==> config.mk <==
export PLATFORM = sky130hd
export DESIGN_NAME = rmw_port_irq_regs
export DESIGN_NICKNAME = d
export VERILOG_FILES = /design/src/rtl/rmw_regs_pkg.sv /design/src/rtl/rmw_port_bank.sv /design/src/rtl/rmw_flag_bank.sv /design/src/rtl/rmw_port_irq_regs.sv
export SDC_FILE = /design/constraint.sdc
export NUM_CORES = 1
export LEC_CHECK = 0
export ABC_AREA = 1
export BUFFER_PORTS_ARGS = -buffer_cell sky130_fd_sc_hd__buf_2
export CAP_MARGIN = 20
export CORE_ASPECT_RATIO = 2
export CORE_UTILIZATION = 28
export CTS_CLUSTER_DIAMETER = 200
export DETAILED_ROUTE_END_ITERATION = 12
export PLACE_DENSITY = 0.51
export SYNTH_ARGS = -nofsm -noshare
export SYNTH_HDL_FRONTEND = slang
export SYNTH_SLANG_ARGS = --single-unit
==> constraint.sdc <==
create_clock -name clk_i -period 1.2 [get_ports clk_i]
set_input_delay 0.24 -clock clk_i [delete_from_list [all_inputs] [get_ports clk_i]]
set_output_delay 0.24 -clock clk_i [all_outputs]
set_load 0.005 [all_outputs]
==> src/rtl/rmw_regs_pkg.sv <==
`timescale 1ns/1ps
package rmw_regs_pkg;

    localparam int DATA_W = 8;
    localparam int SEL_W  = 2;

    typedef enum logic [SEL_W-1:0] {
        SEL_DATA = 2'd0,
        SEL_DIR  = 2'd1,
        SEL_FLAG = 2'd2,
        SEL_EN   = 2'd3
    } reg_sel_e;

    typedef logic [DATA_W-1:0] byte_t;

    typedef struct packed {
        logic     rd;
        logic     wr;
        logic     rmw;
        reg_sel_e sel;
        byte_t    wdata;
    } bus_req_t;

    // Mask with the low n bits set, limited to the data width.
    function automatic byte_t low_mask(input int n);
        byte_t m;
        m = '0;
        for (int i = 0; i < DATA_W; i++) begin
            if (i < n) m[i] = 1'b1;
        end
        return m;
    endfunction

    // Value seen on a flag read: pending bits, or all implemented bits on the qualified read.
    function automatic byte_t flag_view(input byte_t flags, input logic rmw, input byte_t impl);
        return rmw ? impl : (flags & impl);
    endfunction

endpackage

==> src/rtl/rmw_port_bank.sv <==
`timescale 1ns/1ps
module rmw_port_bank
    import rmw_regs_pkg::*;
(
    input  logic     clk_i,
    input  logic     rst_i,
    input  bus_req_t req_i,
    input  byte_t    pin_i,
    output byte_t    latch_o,
    output byte_t    dir_o,
    output byte_t    rd_val_o
);

    byte_t latch_q;
    byte_t dir_q;

    always_ff @(posedge clk_i) begin
        if (rst_i) begin
            latch_q <= '0;
            dir_q   <= '0;
        end else if (req_i.wr) begin
            if (req_i.sel == SEL_DATA) latch_q <= req_i.wdata;
            if (req_i.sel == SEL_DIR)  dir_q   <= req_i.wdata;
        end
    end

    always_comb begin
        rd_val_o = '0;
        if (req_i.rd) begin
            unique case (req_i.sel)
                SEL_DATA: rd_val_o = req_i.rmw ? latch_q : pin_i;
                SEL_DIR:  rd_val_o = dir_q;
                default:  rd_val_o = '0;
            endcase
        end
    end

    assign latch_o = latch_q;
    assign dir_o   = dir_q;

    a_r2_latch_load: assert property (@(posedge clk_i) disable iff (rst_i)
        (req_i.wr && req_i.sel == SEL_DATA) |=> (latch_o == $past(req_i.wdata)));

    a_r2_latch_hold: assert property (@(posedge clk_i) disable iff (rst_i)
        !(req_i.wr && req_i.sel == SEL_DATA) |=> $stable(latch_o));

    a_r10_dir_hold: assert property (@(posedge clk_i) disable iff (rst_i)
        !(req_i.wr && req_i.sel == SEL_DIR) |=> $stable(dir_o));

endmodule

==> src/rtl/rmw_flag_bank.sv <==
`timescale 1ns/1ps
module rmw_flag_bank
    import rmw_regs_pkg::*;
#(
    parameter int NFLAG = 6
) (
    input  logic             clk_i,
    input  logic             rst_i,
    input  bus_req_t         req_i,
    input  logic [NFLAG-1:0] evt_i,
    output byte_t            flags_o,
    output byte_t            rd_val_o,
    output logic             irq_o
);

    localparam byte_t IMPL = low_mask(NFLAG);

    byte_t flag_q;
    byte_t en_q;
    byte_t evt_ext;
    byte_t flag_d;

    always_comb begin
        evt_ext = '0;
        for (int i = 0; i < NFLAG; i++) evt_ext[i] = evt_i[i];
    end

    // Events are merged after the clearing write so a same-cycle event survives.
    always_comb begin
        flag_d = flag_q;
        if (req_i.wr && req_i.sel == SEL_FLAG) flag_d = flag_d & req_i.wdata;
        flag_d = (flag_d | evt_ext) & IMPL;
    end

    always_ff @(posedge clk_i) begin
        if (rst_i) begin
            flag_q <= '0;
            en_q   <= '0;
        end else begin
            flag_q <= flag_d;
            if (req_i.wr && req_i.sel == SEL_EN) en_q <= req_i.wdata & IMPL;
        end
    end

    always_comb begin
        rd_val_o = '0;
        if (req_i.rd) begin
            unique case (req_i.sel)
                SEL_FLAG: rd_val_o = flag_view(flag_q, req_i.rmw, IMPL);
                SEL_EN:   rd_val_o = en_q;
                default:  rd_val_o = '0;
            endcase
        end
    end

    assign flags_o = flag_q;
    assign irq_o   = |(flag_q & en_q);

    a_r8_event_sets: assert property (@(posedge clk_i) disable iff (rst_i)
        1'b1 |=> ((flags_o[NFLAG-1:0] & $past(evt_i)) == $past(evt_i)));

    a_r7_no_spurious_set: assert property (@(posedge clk_i) disable iff (rst_i)
        1'b1 |=> ((flags_o[NFLAG-1:0] & ~$past(flags_o[NFLAG-1:0]) & ~$past(evt_i)) == '0));

    a_r7_zero_clears: assert property (@(posedge clk_i) disable iff (rst_i)
        (req_i.wr && req_i.sel == SEL_FLAG) |=>
        ((flags_o[NFLAG-1:0] & ~$past(req_i.wdata[NFLAG-1:0]) & ~$past(evt_i)) == '0));

    a_r5_unused_zero: assert property (@(posedge clk_i) disable iff (rst_i)
        (flags_o & ~IMPL) == '0);

endmodule

==> src/rtl/rmw_port_irq_regs.sv <==
`timescale 1ns/1ps
module rmw_port_irq_regs
    import rmw_regs_pkg::*;
#(
    parameter int NFLAG = 6
) (
    input  logic             clk_i,
    input  logic             rst_i,
    input  logic [1:0]       addr_i,
    input  logic             rd_i,
    input  logic             wr_i,
    input  logic             rmw_i,
    input  logic [7:0]       wdata_i,
    output logic [7:0]       rd_data_o,
    input  logic [7:0]       pin_i,
    output logic [7:0]       pin_out_o,
    output logic [7:0]       pin_oe_o,
    input  logic [NFLAG-1:0] evt_i,
    output logic             irq_o
);

    localparam byte_t IMPL = low_mask(NFLAG);

    bus_req_t req;
    byte_t    port_rd;
    byte_t    flag_rd;
    byte_t    latch;
    byte_t    dir;
    byte_t    flags;

    always_comb begin
        req.rd    = rd_i;
        req.wr    = wr_i;
        req.rmw   = rmw_i;
        req.sel   = reg_sel_e'(addr_i);
        req.wdata = wdata_i;
    end

    rmw_port_bank u_port (
        .clk_i    (clk_i),
        .rst_i    (rst_i),
        .req_i    (req),
        .pin_i    (pin_i),
        .latch_o  (latch),
        .dir_o    (dir),
        .rd_val_o (port_rd)
    );

    rmw_flag_bank #(.NFLAG(NFLAG)) u_flag (
        .clk_i    (clk_i),
        .rst_i    (rst_i),
        .req_i    (req),
        .evt_i    (evt_i),
        .flags_o  (flags),
        .rd_val_o (flag_rd),
        .irq_o    (irq_o)
    );

    // Each bank returns zero outside its own selects, so an OR is the read mux.
    assign rd_data_o = port_rd | flag_rd;
    assign pin_out_o = latch;
    assign pin_oe_o  = dir;

    a_r3_pins_on_plain_read: assert property (@(posedge clk_i) disable iff (rst_i)
        (rd_i && !rmw_i && addr_i == 2'd0) |-> (rd_data_o == pin_i));

    a_r4_latch_on_rmw_read: assert property (@(posedge clk_i) disable iff (rst_i)
        (rd_i && rmw_i && addr_i == 2'd0) |-> (rd_data_o == pin_out_o));

    a_r6_flags_all_ones: assert property (@(posedge clk_i) disable iff (rst_i)
        (rd_i && rmw_i && addr_i == 2'd2) |-> (rd_data_o == IMPL));

    a_r5_plain_flag_read: assert property (@(posedge clk_i) disable iff (rst_i)
        (rd_i && !rmw_i && addr_i == 2'd2) |-> (rd_data_o == flags));

    a_r11_idle_bus: assert property (@(posedge clk_i) disable iff (rst_i)
        !rd_i |-> (rd_data_o == '0));

    a_r9_irq_needs_flag: assert property (@(posedge clk_i) disable iff (rst_i)
        irq_o |-> (flags != '0));

endmodule

==> metrics.md, run 1 <==
| Metric | Value |
|---|---|
| CTS Buf Count | `3` |
| Post-synthesis register bit count | `28` |
| Max-Slew Margin vs Limit | `0.801` |
| Clock root buffer master | `clkbuf_8` |
| Netlist cell types | `19` |
| Leakage power | `around 1.3 nW` |
| Starting Density | `0.288` |
| GR Util met3 | `0.00993` |
| Slowest CP cell | `dfxtp_2` |
| Crit path launch type | `register` |
| Final setup violation count | `9` |
| Total die area | `approximately 5900 um2` |
| Status | `finished with violations` |
| Pre-antenna DRT Iters | `4` |
| Antenna Cells | `0` |
| Failing checks | `negative setup slack` |
| Syn avg cell area | `approximately 5.9 um2` |
| Worst Setup End Kind | `primary output` |
| P&R area growth vs syn | `47.3%` |
| Hold buffers post-CTS | `0` |
| CP arrival | `between 1 and 1.5 ns` |
| Syn Nets | `about 290` |
| Gr usage total | `0.175` |
| Most crowded layer after global routing | `met2` |
| Post-DP HPWL | `roughly 3700 um` |
| GR Util met1 | `0.189` |
| Synth area leader | `dfxtp_1` |
| Final-report hold violation count | `0` |
| Crit Path Category | `register to primary output` |
| Yosys warnings | `0` |
| Mapped Cells | `approximately 260` |
| Die width | `~55 um` |
| Crit path time final | `1.33 ns` |
| Via count | `between 1500 and 2000` |
| Final wirelength | `about 4900 um` |
| Grt total ovfl | `0` |
| First-pass GRT wire length | `between 7000 and 8000 um` |
| Max Clk Rate | `752 MHz` |
| Number of global-route vias before repair | `1685` |
| Htree depth | `1` |
| Max cap viols | `0` |
| Detail Route Antenna Nets | `0` |
| Starting DRT DRC Count | `28` |
| IO Pins | `54` |
| Ordered cell list for the critical path | `nand2_1 > nand2_1 > a21oi_2 > nand4_1 > buf_2` |
| Post-route DRC | `0` |
| WL/cell | `between 10 and 15 um` |
| Clock slew at reported path FFs | `0.10 ns` |
| CTS tree | `done` |
| RSZ-0062 raised after global routing | `yes` |
| Share of the synthesized area in the top cell type | `0.362` |
| IO buf count | `53` |
| Clock tree sinks | `28` |
| Hold slack | `approximately 0.21 ns` |
| Row Count | `38` |
| Gpl congestion | `between 0.8 and 0.9` |
| Max Clock Skew | `0 ns` |
| Final Slew Violations | `0` |
| Worst vdd ir | `between 500 and 600 uV` |
| Vias per Instance | `around 4.4` |
| Met2 usage | `0.329` |
| Max Fanout on Critical Path | `4` |
| Core area | `5370 um2` |
| Antenna violations before repair | `0` |
| Sequential-to-total area share from yosys stat | `0.362` |
| Final core utilization | `0.425` |
| Max stage delay on crit path | `~0.35 ns` |
| Clock Latency Late Sink | `roughly 0.27 ns` |
| Final net count | `between 300 and 400` |
| Worst-Margin Slew | `0.298 ns` |
| Pin count of the biggest net entering global routing | `29` |
| Share of layout cells above drive strength 1 | `0.370` |
| Hold Crit Class | `input pin to register` |
| Required @ worst endpoint | `0.96 ns` |
| Clk buf depth | `2` |
| Top cells by area, synth | `dfxtp_1 36%, nand2_1 20%, inv_1 9.5%, nor2_1 9.5%, o21ai_0 9.0%` |
| Setup WS post-layout | `-0.130 ns` |
| Pwr Density | `roughly 890 nW/um2` |
| Die H | `~110 um` |
| CP most frequent cell | `nand2_1` |
| Final period util | `1.11` |
| Mapped Area | `roughly 1500 um2` |
| Setup TNS | `-0.741 ns` |
==> worst max-delay path, delay by kind of cell (launching register included) <==
| kind | cells | cell delay (ns) |
|---|---|---|
| DFF | 1 | 0.35 |
| and+or+nand+nor | 3 | 0.22 |
| buffers and inverters | 1 | 0.14 |
| AOI/OAI and AO/OA | 1 | 0.12 |
==> logic make-up (layout without fill, tap and decap cells) <==
logic type      after synthesis  in the layout  synth area share
compound gates               33             33             0.110
simple gates                153            154             0.405
buf+inv                      49            131             0.123
flops                        28             28             0.362
==> per-layer routing <==
metal	share of wire	vias to the layer above
met5	0	-
met4	0.0070	0
met3	0.021	4
met2	0.59	36
met1	0.38	783
li1	-	975
==> where the power goes <==
group / switching [mW] / internal [mW] / total [mW] / leakage [nW]
logic: 0.259 / 0.239 / 0.497 / 1.04
registers: 0.0424 / 0.988 / 1.03 / 0.236
clock network: 0.288 / 0.225 / 0.513 / 0.0216
==> final cells by class <==
cell class,count,area (um2)
clock buffer,3,41.3
fill,633,3090
inverter,42,163
multi-input combinational,187,837
sequential,28,583
tap,60,75.1
timing repair buffer,86,582
==> cells in the mapped netlist <==
master,count
inv_2,2
nand2_1,84
a21oi_1,3
clkbuf_1,3
nand2_2,1
nand4_1,1
nor3_1,6
o211ai_1,2
buf_2,2
buf_1,1
nor2_1,39
dfxtp_1,28
nor2_2,1
nor2_4,2
buf_4,1
inv_1,39
nand3_1,19
clkinv_1,1
o21ai_0,28
==> path summary, 6_finish.rpt <==
check / start / end / slack (ns) / cells past startpoint
setup / recovery: u_flag.flags_o[3]$_SDFF_PP0_ / irq_o / -0.13 / 5
hold / removal: wdata_i[7] / u_port.dir_o[7]$_SDFFE_PP0P_ / 0.21 / 3
hold reg to reg: u_port.latch_o[2]$_SDFFE_PP0P_ / u_port.latch_o[2]$_SDFFE_PP0P_ / 0.49 / 2
setup reg to reg: u_flag.flags_o[5]$_SDFF_PP0_ / u_flag.flags_o[5]$_SDFF_PP0_ / 0.33 / 7
==> per-stage QoR <==
stage / worst slack [ns] / area [um2] / std cells / total power, mW
2_1_floorplan: 0.0570 / 1550 / 263 / 1.25
3_3_place_gp: -0.145 / 2070 / 391 / 1.48
3_5_place_dp: -0.134 / 2070 / 391 / 1.48
4_1_cts: -0.152 / 2220 / 403 / 2.04
5_1_grt: -0.183 / 2280 / 406 / 2.16
6_report: -0.130 / 2280 / 406 / 2.04
==> flip-flops by register name, summed over array words and instances, names as in the netlist <==
signal and count:
u_port.dir_o 8, u_port.latch_o 8, u_flag.en_q 6, u_flag.flags_o 6
==> cells in the final DEF (no fill, tap or decap), types with 3 or more instances in the layout <==
cell,count
o21ai_0,22
nor2_1,38
buf_2,50
nor2_4,3
nor3_1,6
o21ai_2,3
inv_2,7
buf_6,3
nand2_1,80
inv_1,32
buf_12,4
buf_4,28
clkbuf_8,3
dfxtp_2,15
o21ai_1,3
dfxtp_1,12
nand2_2,5
nand3_1,19
==> repair_timing <==
action	4_1_cts	5_1_grt
pin swaps	5	9
buffers inserted	9	1
resized for setup	26	23
endpoints found under the hold margin	0	0
gates cloned	0	2
endpoints found under the setup margin	9	9
No activity file was read; power rests on OpenSTA's default activity.
==> run 2: changes to the inputs <==
==> constraint.sdc (replaced) <==
create_clock -name clk_i -period 1.2 [get_ports clk_i]
set_input_delay 0.18 -clock clk_i [delete_from_list [all_inputs] [get_ports clk_i]]
set_output_delay 0.18 -clock clk_i [all_outputs]
set_load 0.05 [all_outputs]
==> metrics.md, run 2 (synthesis gave the netlist of run 1 again) <==
| Metric | Value |
|---|---|
| IO Pins | `54` |
| Die width | `54.6 um` |
| Placed Area | `2130 um2` |
| Max-Slew Margin vs Limit | `0.816` |
| Max Clk Rate | `734 MHz` |
| WL/cell | `around 12 um` |
| Starting Density | `0.288` |
| Most frequent cells in the layout | `76 x nand2_1, 42 x buf_2, 39 x nor2_1` |
| Final net count | `roughly 380` |
| Max Fanout on Critical Path | `3` |
| Clock root buffer master | `clkbuf_8` |
| Final-report hold violation count | `0` |
| Setup TNS | `-0.759 ns` |
| CP arrival | `approximately 1.2 ns` |
| Worst vdd ir | `roughly 640 uV` |
| Antenna violations before repair | `0` |
| Detail Route Antenna Nets | `0` |
| Number of global-route vias before repair | `1717` |
| Clk buf depth | `2` |
| Htree depth | `1` |
| Post-route DRC | `0` |
| Final instance area | `~2400 um2` |
| Max stage delay on crit path | `0.34 ns` |
| Post-DP HPWL | `between 3000 and 4000 um` |
| Via count | `about 1800` |
| P&R area growth vs syn | `57.1%` |
| Pwr Density | `a little under 1000 nW/um2` |
| CTS tree | `done` |
| Hold slack | `around 0.15 ns` |
| Share of layout cells above drive strength 1 | `0.427` |
| Placed cell count | `approximately 400` |
| Clock slew at reported path FFs | `roughly 0.1 ns` |
| Hold Crit Class | `input pin to register` |
| Pre-antenna DRT Iters | `4` |
| Starting DRT DRC Count | `30` |
| Max Clock Skew | `0 ns` |
| IO buf count | `between 50 and 60` |
| CTS Buf Count | `3` |
| Gr usage total | `0.179` |
| Final Power | `2.34 mW` |
| Final setup violation count | `9` |
| Die H | `107 um` |
| Hold Path Depth | `3` |
| Clock Latency Late Sink | `about 0.27 ns` |
| Setup WS post-layout | `-0.163 ns` |
| Reg2reg path depth | `7` |
| RSZ-0062 raised after global routing | `yes` |
| Ordered cell list for the critical path | `nand2_1 > nand2_1 > a21oi_2 > nand4_1 > buf_6` |
| Core area | `roughly 5400 um2` |
| Commonest non-fill, non-tap cell in the layout | `nand2_1` |
| Crit path time final | `between 1 and 1.5 ns` |
| Crit Path Category | `register to primary output` |
| Vias per Instance | `approximately 4.4` |
| Final Non-Filler Cells | `~410` |
| Required @ worst endpoint | `about 1.0 ns` |
| Hold buffers post-CTS | `0` |
| Max cap viols | `0` |
| Filler cells | `about 600` |
| Status | `finished with violations` |
| Final wirelength | `approximately 4700 um` |
| Antenna Cells | `0` |
| CP most frequent cell | `nand2_1` |
| Worst reg-to-reg setup slack | `just over 0.3 ns` |
| Final Slew Violations | `0` |
| Slowest CP cell | `dfxtp_2` |
| Total die area | `slightly below 6000 um2` |
| Failing checks | `negative setup slack` |
| Grt total ovfl | `0` |
| Row Count | `38` |
| Pin count of the biggest net entering global routing | `23` |
| Worst-Margin Slew | `around 0.27 ns` |
| Crit path launch type | `register` |
| Gpl congestion | `roughly 0.8` |
| Worst Setup End Kind | `primary output` |
| Final core utilization | `0.453` |
| Clock tree sinks | `28` |
| DP Worst Slack | `-0.174 ns` |
| First-pass GRT wire length | `7670 um` |
| Leakage power | `~1.3 nW` |
| Final period util | `1.14` |
[run 2: routing by layer]
metal  vias to the layer above  wire length [um]  track usage
met5                         -                 0            0
met4                         0                80       0.0659
met3                         6                91      0.00851
met2                        34              2720        0.338
met1                       777              1810        0.190
li1                        972                 -            -
[run 2: where the power goes]
part | internal [mW] | leakage [nW] | switching (mW)
registers | 0.990 | 0.240 | 0.0428
clock network | 0.294 | 0.0288 | 0.299
logic | 0.286 | 1.07 | 0.430
total | 1.57 | 1.34 | 0.771
[run 2: worst paths after layout]
| check | from | end |
|---|---|---|
| max | u_flag.en_q[2]$_SDFFE_PP0P_ | irq_o |
| min | wdata_i[6] | u_port.dir_o[6]$_SDFFE_PP0P_ |
| max reg2reg | u_flag.flags_o[5]$_SDFF_PP0_ | u_flag.flags_o[5]$_SDFF_PP0_ |
| min reg2reg | u_flag.en_q[3]$_SDFFE_PP0P_ | u_flag.en_q[3]$_SDFFE_PP0P_ |
[run 2: layout make-up]
type	instances	area, um2	share of cell area
inverter	42	158	0.0648
multi-input combinational	186	873	0.359
timing repair buffer	87	674	0.277
clock buffer	4	55.1	0.0226
sequential	28	598	0.246
tap	60	75.1	0.0308
[run 2: timing repair]
item,CTS,global route
endpoints found under the setup margin,9,10
gates resized for setup,41,22
pin swaps,5,9
buffers inserted,11,3
[run 2: worst max-delay path: cells and delay by family (launching register included)]
family | cells | cell delay [ns]
AOI/OAI and AO/OA | 1 | 0.13
and+or+nand+nor | 3 | 0.26
buffers and inverters | 1 | 0.18
DFF | 1 | 0.34
